<file path="config.mk">
export PLATFORM = sky130hd
export DESIGN_NAME = seg_desc_splitter
export DESIGN_NICKNAME = d
export VERILOG_FILES = /design/src/rtl/seg_desc_pkg.sv /design/src/rtl/seg_piece_cut.sv /design/src/rtl/seg_desc_encode.sv /design/src/rtl/seg_desc_splitter.sv
export SDC_FILE = /design/constraint.sdc
export NUM_CORES = 1
export LEC_CHECK = 0
export ABC_CLOCK_PERIOD_IN_PS = 8600
export BUFFER_PORTS_ARGS = -buffer_cell sky130_fd_sc_hd__clkbuf_2
export CORE_MARGIN = 1.5
export CORE_UTILIZATION = 60
export CTS_CLUSTER_DIAMETER = 200
export DETAILED_ROUTE_END_ITERATION = 8
export PLACE_DENSITY = 0.94
export SETUP_SLACK_MARGIN = 0.2
export SLEW_MARGIN = 30
export SYNTH_ARGS = -nofsm -noshare
export SYNTH_HDL_FRONTEND = slang
export SYNTH_HIERARCHICAL = 1
export SYNTH_SLANG_ARGS = --single-unit
export TNS_END_PERCENT = 20
</file>
<file path="constraint.sdc">
create_clock -name clk -period 8.6 [get_ports clk]
set_input_delay 2.58 -clock clk [delete_from_list [all_inputs] [get_ports clk]]
set_output_delay 2.58 -clock clk [all_outputs]
set_load 0.01 [all_outputs]
</file>
<file path="src/rtl/seg_desc_pkg.sv">
package seg_desc_pkg;
   localparam int ADDR_W   = 32;
   localparam int WIN_BITS = 16;
   localparam int ENTRY_W  = 128;

   typedef enum logic [1:0] {
      ST_RUN   = 2'd0,
      ST_DRAIN = 2'd1,
      ST_DONE  = 2'd2
   } split_state_e;

   function automatic logic [31:0] bswap32(input logic [31:0] w);
      return {w[7:0], w[15:8], w[23:16], w[31:24]};
   endfunction
endpackage

</file>
<file path="src/rtl/seg_piece_cut.sv">
module seg_piece_cut #(
   parameter int LEN_W = 32
) (
   input  logic [31:0]      cur_addr,
   input  logic [LEN_W-1:0] cur_rem,
   output logic [LEN_W-1:0] piece
);
   import seg_desc_pkg::*;
   localparam logic [WIN_BITS:0] WIN_SIZE = {1'b1, {WIN_BITS{1'b0}}};

   logic [WIN_BITS:0]  room;
   logic [LEN_W-1:0]   room_w;

   always_comb begin
      room   = WIN_SIZE - {1'b0, cur_addr[WIN_BITS-1:0]};
      room_w = LEN_W'(room);
      piece  = (cur_rem < room_w) ? cur_rem : room_w;
   end
endmodule

</file>
<file path="src/rtl/seg_desc_encode.sv">
module seg_desc_encode #(
   parameter bit BIG_ENDIAN = 1'b1
) (
   input  logic [31:0]  addr,
   input  logic [15:0]  len16,
   input  logic         eol,
   output logic [127:0] entry
);
   import seg_desc_pkg::*;
   logic [31:0] len_word;
   assign len_word = {eol, 15'd0, len16};

   generate
      if (BIG_ENDIAN) begin : g_be
         assign entry = {32'd0, bswap32(addr), 32'd0, bswap32(len_word)};
      end else begin : g_le
         assign entry = {32'd0, addr, 32'd0, len_word};
      end
   endgenerate
endmodule

</file>
<file path="src/rtl/seg_desc_splitter.sv">
module seg_desc_splitter #(
   parameter int LEN_W       = 32,
   parameter int MAX_ENTRIES = 64,
   parameter bit BIG_ENDIAN  = 1'b1,
   localparam int CNT_W      = $clog2(MAX_ENTRIES + 1)
) (
   input  logic             clk,
   input  logic             rst_n,
   input  logic             seg_valid,
   output logic             seg_ready,
   input  logic [31:0]      seg_addr,
   input  logic [LEN_W-1:0] seg_len,
   input  logic             seg_last,
   output logic             desc_valid,
   input  logic             desc_ready,
   output logic [127:0]     desc_data,
   output logic             done,
   output logic [CNT_W-1:0] done_count,
   output logic             done_overflow
);
   import seg_desc_pkg::*;

   generate
      if (LEN_W < WIN_BITS + 1) begin : g_bad_len
         $error("LEN_W must hold a full 64 KiB piece");
      end
      if (MAX_ENTRIES < 2) begin : g_bad_max
         $error("MAX_ENTRIES must be at least 2");
      end
   endgenerate

   localparam logic [CNT_W-1:0] CAP = CNT_W'(MAX_ENTRIES);

   split_state_e     state;
   logic [31:0]      cur_addr;
   logic [LEN_W-1:0] cur_rem;
   logic             cur_active;
   logic             cur_last;
   logic             fin;
   logic             hold_valid;
   logic [31:0]      hold_addr;
   logic [15:0]      hold_len;
   logic [CNT_W-1:0] count;
   logic [CNT_W-1:0] done_cnt_q;
   logic             done_ovf_q;

   logic [LEN_W-1:0] piece;
   logic             at_cap;
   logic             desc_fire;
   logic             seg_fire;
   logic             gen_ok;
   logic             ovf_hit;
   logic             list_close;
   logic             seg_ends;

   seg_piece_cut #(.LEN_W(LEN_W)) cut_i (
      .cur_addr (cur_addr),
      .cur_rem  (cur_rem),
      .piece    (piece)
   );

   seg_desc_encode #(.BIG_ENDIAN(BIG_ENDIAN)) enc_i (
      .addr  (hold_addr),
      .len16 (hold_len),
      .eol   (fin),
      .entry (desc_data)
   );

   always_comb begin
      at_cap     = (count == CAP);
      desc_valid = (state == ST_RUN) && hold_valid &&
                   (cur_active ? !at_cap : fin);
      seg_ready  = ((state == ST_RUN) && !cur_active && !fin) ||
                   (state == ST_DRAIN);
      desc_fire  = desc_valid && desc_ready;
      seg_fire   = seg_valid && seg_ready;
      seg_ends   = seg_last || (seg_len == '0);
      gen_ok     = (state == ST_RUN) && cur_active && !at_cap &&
                   (!hold_valid || desc_fire);
      ovf_hit    = (state == ST_RUN) && cur_active && at_cap;
      list_close = (state == ST_RUN) && fin && (!hold_valid || desc_fire);
   end

   assign done          = (state == ST_DONE);
   assign done_count    = done_cnt_q;
   assign done_overflow = done_ovf_q;

   always_ff @(posedge clk) begin
      if (!rst_n) begin
         state      <= ST_RUN;
         cur_addr   <= '0;
         cur_rem    <= '0;
         cur_active <= 1'b0;
         cur_last   <= 1'b0;
         fin        <= 1'b0;
         hold_valid <= 1'b0;
         hold_addr  <= '0;
         hold_len   <= '0;
         count      <= '0;
         done_cnt_q <= '0;
         done_ovf_q <= 1'b0;
      end else begin
         unique case (state)
            ST_RUN: begin
               if (seg_fire) begin
                  if (seg_len == '0) begin
                     fin <= 1'b1;
                  end else begin
                     cur_addr   <= seg_addr;
                     cur_rem    <= seg_len;
                     cur_active <= 1'b1;
                     cur_last   <= seg_last;
                  end
               end
               if (gen_ok) begin
                  hold_valid <= 1'b1;
                  hold_addr  <= cur_addr;
                  hold_len   <= piece[15:0];
                  count      <= count + CNT_W'(1);
                  cur_addr   <= cur_addr + 32'(piece);
                  cur_rem    <= cur_rem - piece;
                  if (cur_rem == piece) begin
                     cur_active <= 1'b0;
                     if (cur_last) fin <= 1'b1;
                  end
               end
               if (ovf_hit) begin
                  hold_valid <= 1'b0;
                  cur_active <= 1'b0;
                  done_cnt_q <= '0;
                  done_ovf_q <= 1'b1;
                  state      <= cur_last ? ST_DONE : ST_DRAIN;
               end
               if (list_close) begin
                  hold_valid <= 1'b0;
                  done_cnt_q <= count;
                  done_ovf_q <= 1'b0;
                  state      <= ST_DONE;
               end
            end
            ST_DRAIN: begin
               if (seg_fire && seg_ends) state <= ST_DONE;
            end
            ST_DONE: begin
               state      <= ST_RUN;
               count      <= '0;
               fin        <= 1'b0;
               cur_active <= 1'b0;
               cur_last   <= 1'b0;
               hold_valid <= 1'b0;
            end
            default: state <= ST_RUN;
         endcase
      end
   end
endmodule

</file>
## Word-level counts from Yosys, hierarchy flattened

Cells that the tools add are included.

| storage, ports and cells | value |
|---|---|
| logic and storage cells | 98 |
| output and inout port bits | 139 |
| flip-flop bits (word level) | 133 |
| input port bits | 69 |

| cells by class | value |
|---|---|
| muxes and demuxes | 38 |
| reductions and logical operators | 32 |
| $lt $le $gt $ge | 1 |
| add/subtract/negate cells | 4 |
| equality and inequality tests | 11 |

Operator list:

| kind | number |
|---|---|
| 32-bit 2-to-1 mux | 7 |
| 32-bit adder | 1 |
| 32-bit equality test | 1 |
| 32-bit logical NOT | 1 |
| 32-bit by 17-bit < comparator with 1-bit output | 1 |
| 32-bit subtractor | 1 |
| 7-bit 2-to-1 mux | 3 |
| 1-bit 2-to-1 mux | 18 |
| 17-bit by 16-bit subtractor with 17-bit output, first input constant | 1 |
| 7-bit one-hot mux with 2 select lines | 1 |
| 1-bit logical AND | 13 |
| 2-bit AND reduction | 5 |
| 2-bit 2-to-1 mux | 4 |
| 2-bit inequality test, second input constant | 4 |
| 1-bit one-hot mux with 2 select lines | 4 |
| 7-bit by 1-bit adder with 7-bit output, second input constant | 1 |
| 7-bit equality test, second input constant | 1 |
| 3-bit AND reduction | 2 |
| 2-bit nonzero test | 3 |
| 1-bit logical NOT | 4 |
| 4-bit inequality test, second input constant | 1 |
| 2-bit one-hot mux with 2 select lines | 1 |
| 1-bit logical OR | 3 |
| 3-bit inequality test, second input constant | 1 |
| 4 further kinds | 4 |

## Depth between registers and ports, before layout

Gate-level depths: netlist (run 1).

| logic depth | value |
|---|---|
| word-level depth | 11 |
| gate-level depth with buffers | 24 |
| gate-level depth less buffers | 22 |

## Modules after synthesis

Netlist (run 1), hierarchy kept.

By module, submodules not included:

| module | area each (µm²) | cells an instance | sequential area each (µm²) | instances |
|---|---|---|---|---|
| seg_desc_splitter | 8764.7 | 1192 | 2662.6 | 1 |
| seg_piece_cut | 1048.5 | 139 | 0.0 | 1 |
| seg_desc_encode | 964.7 | 129 | 0.0 | 1 |

## Least setup slack after synthesis (run 1)

OpenSTA, ideal clock, no wires.

| timing path | value |
|---|---|
| path type | reg2reg |
| start | register cur_addr[4] |
| end | register cur_addr[26] |
| arrival time | 5.210 ns |
| stages on the path, launching flop included | 22 |
| required time | 8.497 ns |
| setup slack | 3.286 ns |
| cell sequence | dfxtp_1 nor4_4 nand4b_1 or3_1 xnor2_2 ha_1 nand4_1 nor3_2 o2111ai_1 a31oi_4 mux2_1 ha_1 fa_1 a21oi_1 o221ai_2 a21oi_2 or4_4 a31oi_4 a31oi_1 o21ai_1 xnor2_1 a2111oi_2 |

| between the ends | value |
|---|---|
| word-level cells in the longest chain between the ends | 5 |

RTL lines:

| item | line | text |
|---|---|---|
| start, declared | seg_desc_splitter.sv:35 | `logic [31:0] cur_addr;` |
| start signal, assigned | seg_desc_splitter.sv:109 | `cur_addr <= seg_addr;` |
| start signal, assigned | seg_desc_splitter.sv:120 | `cur_addr <= cur_addr + 32'(piece);` |
| 17-bit by 16-bit subtractor with 17-bit output | seg_piece_cut.sv:15 | `room = WIN_SIZE - {1'b0, cur_addr[WIN_BITS-1:0]};` |
| 32-bit by 17-bit < comparator with 1-bit output | seg_piece_cut.sv:17 | `piece = (cur_rem < room_w) ? cur_rem : room_w;` |
| 32-bit 2-to-1 mux | seg_piece_cut.sv:17 |  |
| named net piece[0] | seg_desc_splitter.sv:47 | `logic [LEN_W-1:0] piece;` |
| 32-bit adder | seg_desc_splitter.sv:120 |  |
| 32-bit 2-to-1 mux | seg_desc_splitter.sv:115 | `if (gen_ok) begin` |

The timed path passes the listed nets, and every way through them passes these cells.
A chain may end at the register's enable or synchronous reset.

## Worst setup path after layout (run 1)

| timing path | value |
|---|---|
| start | register cur_addr[4] |
| end | register cur_addr[28] |

Same word-level chain as after synthesis.

==> results of run 1 <==
state kept, by name, indices dropped and copies added, names as in the netlist:
| signal | flops |
|---|---|
| done_count | 7 |
| done_overflow | 1 |
| cur_active | 1 |
| hold_valid | 1 |
| cur_last | 1 |
| hold_addr | 32 |
| hold_len | 16 |
| cur_rem | 32 |
| count | 7 |
| fin | 1 |
| cur_addr | 32 |
| state | 2 |
path summary, 6_finish.rpt:
kind | startpoint | to | slack [ns] | depth (start not counted)
setup reg to reg | cur_addr[4] | cur_addr[28] | 2.16 | 21
hold / removal | hold_len[2] | hold_len[2] | 0.45 | 2
setup / recovery | cur_addr[4] | cur_addr[28] | 2.16 | 21
hold reg to reg | hold_len[2] | hold_len[2] | 0.45 | 2
metal layers:
| layer | part of all wire, % | vias up |
|---|---|---|
| met5 | 0 | - |
| met1 | 41 | 4849 |
| met3 | 7.4 | 96 |
| met2 | 48 | 454 |
| met4 | 3.7 | 0 |
| li1 | - | 4964 |
power breakdown:
group,switching [mW],internal [mW],total (mW)
clock,0.306,0.406,0.713
sequential,0.105,0.713,0.818
combinational,1.07,0.663,1.73
metrics by stage:
step           utilization (%)  worst slack [ns]  hold slack (ns)  instance area [sq um]
2_1_floorplan                -              3.29            0.437                  11100
3_3_place_gp              62.0              2.48            0.442                  10800
3_5_place_dp              62.0              2.30            0.447                  10800
4_1_cts                   65.2              2.25            0.455                  11400
5_1_grt                   65.3              1.75            0.468                  11400
6_report                  65.3              2.16            0.450                  11400
critical path, delay by kind of cell, from the launching register on:
family,cells,cell delay (ns)
AO/OA/AOI/OAI,9,2.58
XOR/XNOR,1,0.15
adder cells (fa/ha/maj),3,0.99
flip-flops,1,0.39
multiplexers,2,0.59
AND/OR/NAND/NOR,6,1.63
cell families after synthesis:
family / count (synthesis)
AOI/OAI and AO/OA: 411
DFF: 133
adders and majority gates: 83
and+or+nand+nor: 468
xor gates and xnor gates: 59
other: 2
muxes: 23
buffers and inverters: 281
area by class of cell:
type | instances | area, sq um | area share, %
repair buffers | 134 | 689 | 6.06
inverters | 74 | 278 | 2.44
flip-flops and latches | 133 | 2660 | 23.4
clock inverters | 14 | 125 | 1.10
multi-input cells | 1138 | 6890 | 60.6
clock buffers | 18 | 439 | 3.86
well taps | 225 | 282 | 2.48
placed cells by master, fill, tap and decap left out, types with 19 or more instances in the layout:
cell	Yosys	final
mux2i_1	21	21
nor2_1	100	99
nand2_1	212	212
a21o_1	19	19
nor3_1	23	23
xor2_1	19	19
a21oi_1	170	170
xnor2_1	39	39
nand3_1	28	28
inv_1	74	73
clkbuf_2	0	128
dfxtp_1	133	133
conb_1	2	94
a211oi_1	20	20
o21ai_0	85	84
ha_1	81	81
==> results.md, run 1 <==
* CTS tree: yes
* Count leader, synth: nand2_1
* CTS Buffer Depth at 2
* Cell Area, Synth at around 11000 sq um
* Synth top cells by count: 212 x nand2_1, 170 x a21oi_1, 143 x buf_4, 133 x dfxtp_1, 100 x nor2_1
* Register bit total from synthesis at approximately 130
* Vias in the first global route at approximately 9600
* Placed cells at 1704
* Maxcap violations at 0
* Required time worst endpoint at just under 9 ns
* Fin crit period at approximately 6.4 ns
* Final hold vios at 0
* Slew Limit Headroom at between 30% and 40%
* Area contributors post-synth: dfxtp_1 25%, buf_4 10%, ha_1 9.4%
* Post-synthesis compound-gate area fraction at between 20% and 30%
* CP Capture Type: flop
* Critical path arrival at approximately 6.8 ns
* Actual slew at the worst max-slew pin at 0.937 ns
* GRT busiest layer: met2
* Total length of routed wires at between 20 and 30 mm
* Pleak at 5.13 nW
* Clk sinks at roughly 130
* Yosys top cell area share at 24.7%
* Post-Synth Adder-Cell Area at under 10%
* Largest net degree at the start of global routing at 104
* Met1 GRT Util at between 30% and 40%
* RSZ-0062 raised after global routing: no
* Post-CTS setup repair buffer count at 0
* Largest family of logic cells by synthesized area: compound AO/OA/AOI/OAI gates
* Predominant post-synthesis flop cell: dfxtp_1
* WS Path Type: reg2reg
* Die height at ~140 um
* Hold Crit Class: reg2reg
* Maximum VDD drop at slightly below 0.0002 V
* Mapped Cells at 1460
* DRC at 0
* Share of cells above drive strength 1 at approximately 13%
* PwrDens at ~290 nW/um^2
* Worst-path clk slew at ~0.060 ns
* Final GP Congestion at around 0.93
* Met2 Usage GRT at about half
* Status: complete, no violations
* CP Cell Sequence: nor4_4 -> nand4b_1 -> or3_1 -> xnor2_2 -> ha_1 -> nand4_1 -> nor3_2 -> o2111ai_1 -> a31oi_4 -> mux2_1 -> ha_1 -> fa_1 -> a21oi_1 -> o221ai_2 -> a21oi_2 -> or4_4 -> a31oi_4 -> a31oi_1 -> o221ai_1 -> mux2i_1 -> a211oi_1
* Nature of the critical path startpoint: flop
* Worst-path fanout max at 17
* Setup_tns at 0 ns
* Via count at ~10000
* EDFF count, synth at 0
* Clock buffer count from CTS at 17
* Io pins at around 210
* Async SR Flop Fraction at 0%
* Fin. max-slew vios at 0
* Hold-fix buffers, CTS at 0
* Ant diodes at 0
* PostCTS Resize Cnt at 0
* Die Wd at 137 um
* Slowest cell on crit path: a31oi_4
* Clk_lat worst skew at roughly 0.44 ns
* Die footprint at roughly 19000 sq um
* Gr ovfl total at 0
* XOR/XNOR share of the synthesized area at 4.86%
* GRT met3 Usage at about 6.0%
* Total power draw at approximately 3.3 mW
* Initial Utilization at around three fifths
* Largest stage delay, worst path at 0.67 ns
* Port bufs at 128
* Fill cells at between 1500 and 2000
* Yosys top cell by area: dfxtp_1
* Root Buffer: clkbuf_16
* Distinct cells, synth at 87
* Initial antenna violation count at 0
* Via density at 5.97
* Overall Global Routing Usage at between 30% and 40%
* Drt initial violations at roughly 930
* # rows at between 40 and 50
* DP HPWL at 20.7 mm
* Max Freq at around 0.16 GHz
* Sequential share of the synthesized area at approximately 25%
* First drt pass iteration count at 6
* Post-DR wirelength/cell at around 17 um
* Final period util at 74.8%
* Mapped Avg Cell Area at around 7.4 sq um
* Mux cell area share after synthesis at under 10%
* Area Growth Syn to Fin at 5.47%
* Final net count at between 1500 and 2000
* Final ANT Viol Nets at 0
* Layout Skew at roughly 0.014 ns
* First-pass GRT wire length at between 40 and 50 mm
* Core area at between 15000 and 20000 sq um
* Synth Warn # at 6
* H-tree levels at 4
* Layout Cells excl Fill at 1736
* Simple-Gate Fraction of Synth Area at between 10% and 20%
* Setup violators final at 0
(Power assumes the default switching activity.)
==> inputs of run 2 (changes only) <==
ABC_CLOCK_PERIOD_IN_PS = 5710   (was 8600)
CORE_UTILIZATION = 52   (was 60)
PLACE_DENSITY = 0.87   (was 0.94)
clock period = 5.71 ns   (was 8.6 ns; I/O delays follow)
==> run 2 against run 1 <==
Effect of this change:
- the flow now finishes with violations (setup timing)
- final cell count grew 5.7%
- critical path type unchanged
- wire length grew 8.4%
- non-clock buffer count up 54
- maximum frequency rose by 12%
- highest routed layer is now met5
- largest cell class unchanged
- via count up 3.1%
- largest power group unchanged
- global-route usage shrank 3.8 points
- clock-buffer cell count decreased by 1
- sequential share of layout area down 1.9 points
- die area up 15%
- setup slack worse by 2.2 ns
==> results.md, run 2 (synthesis results as in run 1) <==
* Layout Skew at 0.0107 ns (-0.00355 ns)
* Fin. max-slew vios at 0 (unchanged)
* Drt initial violations at 1067 (+15%)
* Net Sw Power at 2.48 mW (+68%)
* Slew Limit Headroom at 48.4% (+11 points)
* CP Cell Sequence: nor4_4 -> nand4b_1 -> or3_4 -> xnor2_4 -> ha_4 -> nand4_1 -> nor3_2 -> o2111ai_2 -> a31oi_4 -> buf_12 -> buf_12 -> mux2i_4 -> buf_6 -> inv_2 -> ha_4 -> nor2b_4 -> o31a_1 -> nand4_1 -> nand3_2 -> a211o_1 -> a31oi_4 -> o21ai_2 -> xnor2_2 -> a2111oi_2
* Final GP Congestion at 0.939 (+1.2%)
* Via count at 10681 (+3.1%)
* Nature of the critical path startpoint: flop
* WHS Endpoint: hold_addr[1]
* Initial Utilization at 53.1% (-8.8 points)
* RSZ-0062 raised after global routing: yes
* WS Path Type: reg2reg
* Clock buffer count from CTS at 17 (unchanged)
* Layout Cells excl Fill at 1835 (+5.7%)
* Final ANT Viol Nets at 0 (unchanged)
* CTS Buffer Depth at 2 (unchanged)
* Core area at 20300 sq um (+17%)
* Initial antenna violation count at 1 (+1)
* Comb pwr share at 57.6% (+4.5 points)
* Final period util at 100% (+26 points)
* Most common cell after layout, fill and taps aside: nand2_1
* Hold depth at 2 (unchanged)
* CTS tree: yes
* Worst-path fanout max at 5 (-12)
* Clk_lat worst skew at 0.44 ns (about the same)
* Overall Global Routing Usage at 26.6% (-3.8 points)
* Io pins at 208 (unchanged)
* Origin of the worst min-delay path: hold_addr[1]
* Port bufs at 128 (unchanged)
* RR Startpoint: cur_addr[4]
* Gr ovfl total at 0 (unchanged)
* Clk pwr share at 20.4% (-1.4 points)
* Maximum VDD drop at 0.000241 V (+24%)
* Pleak at 5.46 nW (+6.5%)
* Fill cells at 1776 (+18%)
* Placed cells at 1778 (+4.3%)
* Vias in the first global route at 9629 (+0.43%)
* Actual slew at the worst max-slew pin at 0.772 ns (-0.164 ns)
* Reg2Reg Setup Slack at -0.02 ns (-2.19 ns)
* Largest stage delay, worst path at 0.46 ns (-0.21 ns)
* Reg2reg path depth at 24 (+14%)
* Clk sinks at 133 (unchanged)
* Most frequent cells in the layout: 212 x nand2_1, 168 x a21oi_1, 131 x dfxtp_1
* Critical path arrival at 6.06 ns (-0.71 ns)
* First drt pass iteration count at 7 (+1)
* # rows at 52 (+8.3%)
* Via density at 5.82 (-2.5%)
* Biggest regs: cur_addr: 32 flops, cur_rem: 32 flops, hold_addr: 32 flops
* Root Buffer: clkbuf_16
* Required time worst endpoint at 6.04 ns (-2.89 ns)
* DRC at 0 (unchanged)
* Setup_tns at -0.0561 ns (-0.0561 ns)
* Slowest cell on crit path: or3_4
* First-pass GRT wire length at 47.0 mm (+3.3%)
* Die footprint at 21600 sq um (+15%)
* Sw Ratio at 44.7% (-0.67 points)
* Maxcap violations at 0 (unchanged)
* Ant diodes at 0 (unchanged)
* Max Freq at 0.174 GHz (+12%)
* Area Growth Syn to Fin at 15.0%
* Pint at 3.07 mW (+72%)
* Post-DR wirelength/cell at 17.0 um (+2.6%)
* Failing checks: setup timing
* Worst-path clk slew at 0.06 ns (about the same)
* Total length of routed wires at 31.1 mm (+8.4%)
* Hold Crit Class: reg2reg
* CP Capture Type: flop
* Largest net degree at the start of global routing at 68 (-35%)
* Final hold vios at 0 (unchanged)
* Final setup margin at -0.0228 ns (-2.19 ns)
* Die Wd at 147 um (+7.3%)
* Setup violators final at 3 (+3)
* Reg2reg end: cur_rem[30]
* DP HPWL at 21.3 mm (+3.2%)
* Share of cells above drive strength 1 at 19.9% (+6.9 points)
* Final net count at 1704 (+3.3%)
* PwrDens at 448 nW/um^2 (+56%)
* Sequential share of power at 22.0% (-3.1 points)
* Die height at 147 um (+7.3%)
* Fin crit period at 5.73 ns (-0.702 ns)
* H-tree levels at 4 (unchanged)
* Status: complete, but fails checks
run 2: cell count changes in the layout (fill, tap and decap cells not counted), moves of 3 or more:
cell      change
buf_4        +47
ha_1         -15
mux2i_1      -10
ha_2          +9
mux2i_4       +7
ha_4          +6
buf_12        +5
a31oi_4       +4
o21ai_0       -4
a31oi_1       -3
clkinv_2      -3
mux2i_2       +3
nor2b_1       -3
run 2: per-layer routing:
layer / vias to the layer above / GRT usage [%] / part of all wire [%]
met5: - / 0 / 0.042
met4: 2 / 9.10 / 2.6
met3: 85 / 3.63 / 7.5
met2: 536 / 46.3 / 49
met1: 4981 / 33.9 / 41
li1: 5077 / - / -
run 2: repair_timing:
item / in CTS / in global routing
pin swaps: 8 / 41
cloned: 0 / 1
endpoints found under the setup margin: 19 / 38
gates resized for setup: 28 / 65
setup buffers: 3 / 21
hold buffers: 0 / 0
run 2: stage by stage:
step	area [sq um]	hold WS [ns]	power, mW	utilization (%)	worst slack (ns)
final	12400	0.452	5.55	61.0	-0.0228
after global routing	12400	0.473	5.86	61.0	-0.180
after CTS	11900	0.454	5.13	58.5	0.215
after detailed placement	11100	0.446	3.87	54.7	-0.126
after global placement	11100	0.442	3.81	54.7	0.0520
after floorplan	11100	0.437	3.27	-	0.396
run 2: worst max-delay path, delay by kind of cell (launching register included):
| kind | cells | cell delay (ns) |
|---|---|---|
| AO/OA/AOI/OAI | 7 | 1.79 |
| XOR/XNOR | 2 | 0.32 |
| adder cells (fa/ha/maj) | 2 | 0.51 |
| buffers and inverters | 4 | 0.46 |
| flip-flops | 1 | 0.33 |
| multiplexers | 1 | 0.26 |
| AND/OR/NAND/NOR | 8 | 1.94 |
run 2: worst max-delay path by stage:
stage	startpoint	endpoint	slack, ns	cells past startpoint
after floorplan	cur_addr[4]	cur_addr[26]	0.40	21
after global placement	cur_addr[4]	cur_addr[30]	0.05	21
after detailed placement	cur_addr[8]	cur_addr[30]	-0.13	21
after CTS	cur_addr[3]	cur_rem[30]	0.21	24
after global routing	cur_addr[1]	cur_rem[30]	-0.18	24
final	cur_addr[4]	cur_rem[30]	-0.02	24
run 2: cell type report:
cell class,instances,area [sq um],share of cell area [%]
multi-input cells,1138,7330,59.2
flip-flops and latches,133,2670,21.5
repair buffers,188,1180,9.51
clock buffers,17,425,3.43
well taps,270,338,2.73
inverters,74,278,2.24
clock inverters,15,171,1.38
run 2: power by group through the flow:
stage               Sequential [mW]  Clock [mW]  Combinational (mW)
finish                         1.22        1.13                3.20
global route                   1.24        1.18                3.44
CTS                            1.21        1.14                2.78
detailed placement             1.23           0                2.64
global placement               1.23           0                2.58
floorplan                      1.20           0                2.07
==> inputs of run 3 (changes only) <==
REMOVE_ABC_BUFFERS = 1   (was not set)
==> run 3 against run 2 <==
Effect of this change:
- the run now ends clean
- clock power up 4%
- sequential power hardly changed
- flip-flop and latch count unchanged
- sequential share of layout area fell by 0.45 points
- register-to-register slack improved by 0.16 ns
- combinational power grew 6.9%
- via count up 2.7%
- total power is 4.5% higher
- wire length increased by 4.5%
- core utilization grew 1.3 points
- first-iteration DRC count up 1.1%
- critical endpoint is now cur_rem[10]
- largest power group unchanged
- highest routed layer is now met4
==> results.md, run 3 (synthesis results as in run 1) <==
* WP depth at 23 (-4.2%)
* Status: complete, no violations
* WS Path Type: reg2reg
* Clock buffer count from CTS at 17 (unchanged)
* CP Capture Type: flop
* # rows at 52 (unchanged)
* Area Growth Syn to Fin at 17.3%
* DRC at 0 (unchanged)
* Max Freq at 0.179 GHz (+2.8%)
* Fin crit period at 5.58 ns (-0.157 ns)
* Gr ovfl total at 0 (unchanged)
* Slowest cell on crit path: or3_4
* PwrDens at 459 nW/um^2 (+2.4%)
* Worst-path fanout max at 6 (+1)
* CP dominant cell by count: ha_4
* Layout Cells excl Fill at 1864 (+1.6%)
* Final period util at 97.6% (-2.8 points)
* First drt pass iteration count at 5 (-2)
* CP delay by family, top: simple AND/OR/NAND/NOR gates
* Core area at 20300 sq um (unchanged)
* Overall Global Routing Usage at 27.6% (+0.97 points)
* Final Util at 62.3% (+1.3 points)
* Port bufs at 128 (unchanged)
* Clk_lat worst skew at 0.44 ns (about the same)
* CTS tree: yes
* Io pins at 208 (unchanged)
* Origin of the worst min-delay path: hold_addr[8]
* Clk sinks at 133 (unchanged)
* Die Wd at 147 um (unchanged)
* Actual slew at the worst max-slew pin at 1.00 ns (+0.232 ns)
* Reg2reg path depth at 23 (-4.2%)
* Hold depth at 2 (unchanged)
* Final hold vios at 0 (unchanged)
* WHS Endpoint: hold_addr[8]
* First-pass GRT wire length at 48.6 mm (+3.4%)
* Biggest regs: cur_addr: 32 flops, cur_rem: 32 flops, hold_addr: 32 flops
* RR Startpoint: cur_addr[4]
* Final net count at 1733 (+1.7%)
* Worst-path clk slew at 0.06 ns (about the same)
* Largest stage delay, worst path at 0.45 ns (about the same)
* Placed Area at 11300 sq um (+2.3%)
* Largest net degree at the start of global routing at 57 (-16%)
* DP HPWL at 22.1 mm (+3.4%)
* Share of cells above drive strength 1 at 21.5% (+1.6 points)
* Via count at 10968 (+2.7%)
* Final GP Congestion at 0.936 (-0.25%)
* Layout Skew at 0.00796 ns (-0.00274 ns)
* Slew Limit Headroom at 32.9% (-15 points)
* H-tree levels at 4 (unchanged)
* Root Buffer: clkbuf_16
* Die footprint at 21600 sq um (unchanged)
* Placed cells at 1813 (+2.0%)
* Pleak at 5.62 nW (+3.0%)
* Most frequent cells in the layout: 212 x nand2_1, 165 x a21oi_1, 132 x dfxtp_1
* Maximum VDD drop at 0.000217 V (-9.8%)
* Hold Crit Class: reg2reg
* RSZ-0062 raised after global routing: yes
* Die height at 147 um (unchanged)
* Ant diodes at 0 (unchanged)
* Post-route cell area at 12600 sq um (+2.1%)
* CP Cell Sequence: nor4_4 -> nand4b_1 -> or3_4 -> xnor2_4 -> ha_4 -> nand4_1 -> nor3_4 -> o2111ai_2 -> a31oi_4 -> buf_12 -> mux2_4 -> buf_6 -> ha_4 -> fa_2 -> nor2b_4 -> o31a_1 -> buf_4 -> o21ai_0 -> a21oi_2 -> a41o_1 -> nor2_1 -> o311a_1 -> nor3_1
* Required time worst endpoint at 6.06 ns (+0.02 ns)
* Critical path arrival at 5.93 ns (-0.13 ns)
* Fin. max-slew vios at 0 (unchanged)
* Total power draw at 5.80 mW (+4.5%)
* Setup violators final at 0 (-3)
* Reg2reg end: cur_rem[10]
* CTS Buffer Depth at 2 (unchanged)
* Most common cell after layout, fill and taps aside: nand2_1
* Final ANT Viol Nets at 0 (unchanged)
* Reg2Reg Setup Slack at 0.13 ns (+0.16 ns)
* Maxcap violations at 0 (unchanged)
* Nature of the critical path startpoint: flop
* Total length of routed wires at 32.5 mm (+4.5%)
* Drt initial violations at 1079 (+1.1%)
* Via density at 5.88 (+1.1%)
* Initial Utilization at 53.1% (unchanged)
* Post-DR wirelength/cell at 17.4 um (+2.9%)
* Vias in the first global route at 9993 (+3.8%)
* Initial antenna violation count at 0 (-1)
* Worst path bufs/invs at 3 (-1)
* Hold Slack at 0.452 ns (-0.000534 ns)
* Hold-fix buffers, CTS at 0 (unchanged)
-- run 3: how the worst max path moves through the flow --
stage,start,end,slack [ns]
floorplan,desc_ready,cur_addr[31],-2.97
global placement,cur_addr[4],cur_addr[26],0.1
detailed placement,cur_addr[4],cur_addr[31],-0.10
CTS,cur_addr[3],cur_addr[29],0.17
global route,cur_addr[4],cur_rem[30],-0.07
finish,cur_addr[4],cur_rem[10],0.13
-- run 3: cell type report --
cell class	count	area (sq um)
Clock buffer	17	425
Timing Repair Buffer	217	1350
Fill cell	1687	7650
Inverter	74	278
Multi-Input combinational cell	1138	7390
Clock inverter	15	195
Sequential cell	133	2660
Tap cell	270	338
-- run 3: layer usage --
layer  vias up  global-route usage (%)  part of all wire (%)
li1       5135                       -                     -
met1      5075                    35.6                    41
met2       619                    44.9                    46
met3       139                    4.66                   7.8
met4         0                    13.4                   4.8
met5         -                       0                     0
-- run 3: repair_timing --
item                                    CTS  global route
endpoints found under the setup margin   32            38
gates resized for setup                  25            72
pin swaps                                10            43
setup buffers                             5            14
-- run 3: worst reg2reg max path, stage by stage, from the launching register on --
cell       delay (ns)
dfxtp_2          0.33
nor4_4           0.35
nand4b_1         0.19
or3_4            0.45
xnor2_4          0.18
ha_4             0.27
nand4_1          0.17
nor3_4           0.27
o2111ai_2        0.19
a31oi_4          0.27
buf_12           0.18
mux2_4           0.34
buf_6            0.13
ha_4             0.16
fa_2             0.39
nor2b_4          0.15
o31a_1           0.22
buf_4            0.15
o21ai_0          0.15
a21oi_2          0.27
a41o_1           0.22
nor2_1           0.06
o311a_1          0.29
nor3_1           0.14
-- run 3: where the power goes --
| part | internal, mW | leakage (nW) | total (mW) | switching, mW |
|---|---|---|---|---|
| clock network | 0.699 | 0.297 | 1.18 | 0.479 |
| registers | 1.07 | 1.09 | 1.20 | 0.131 |
| logic | 1.45 | 4.24 | 3.42 | 1.97 |
| total | 3.22 | 5.62 | 5.80 | 2.58 |
-- run 3: metrics by stage --
step,setup slack (ns),setup TNS [ns]
2_1_floorplan,-2.97,-148.98
3_3_place_gp,0.0995,0
3_5_place_dp,-0.102,-0.406
4_1_cts,0.173,0
5_1_grt,-0.0687,-0.315
6_report,0.134,0
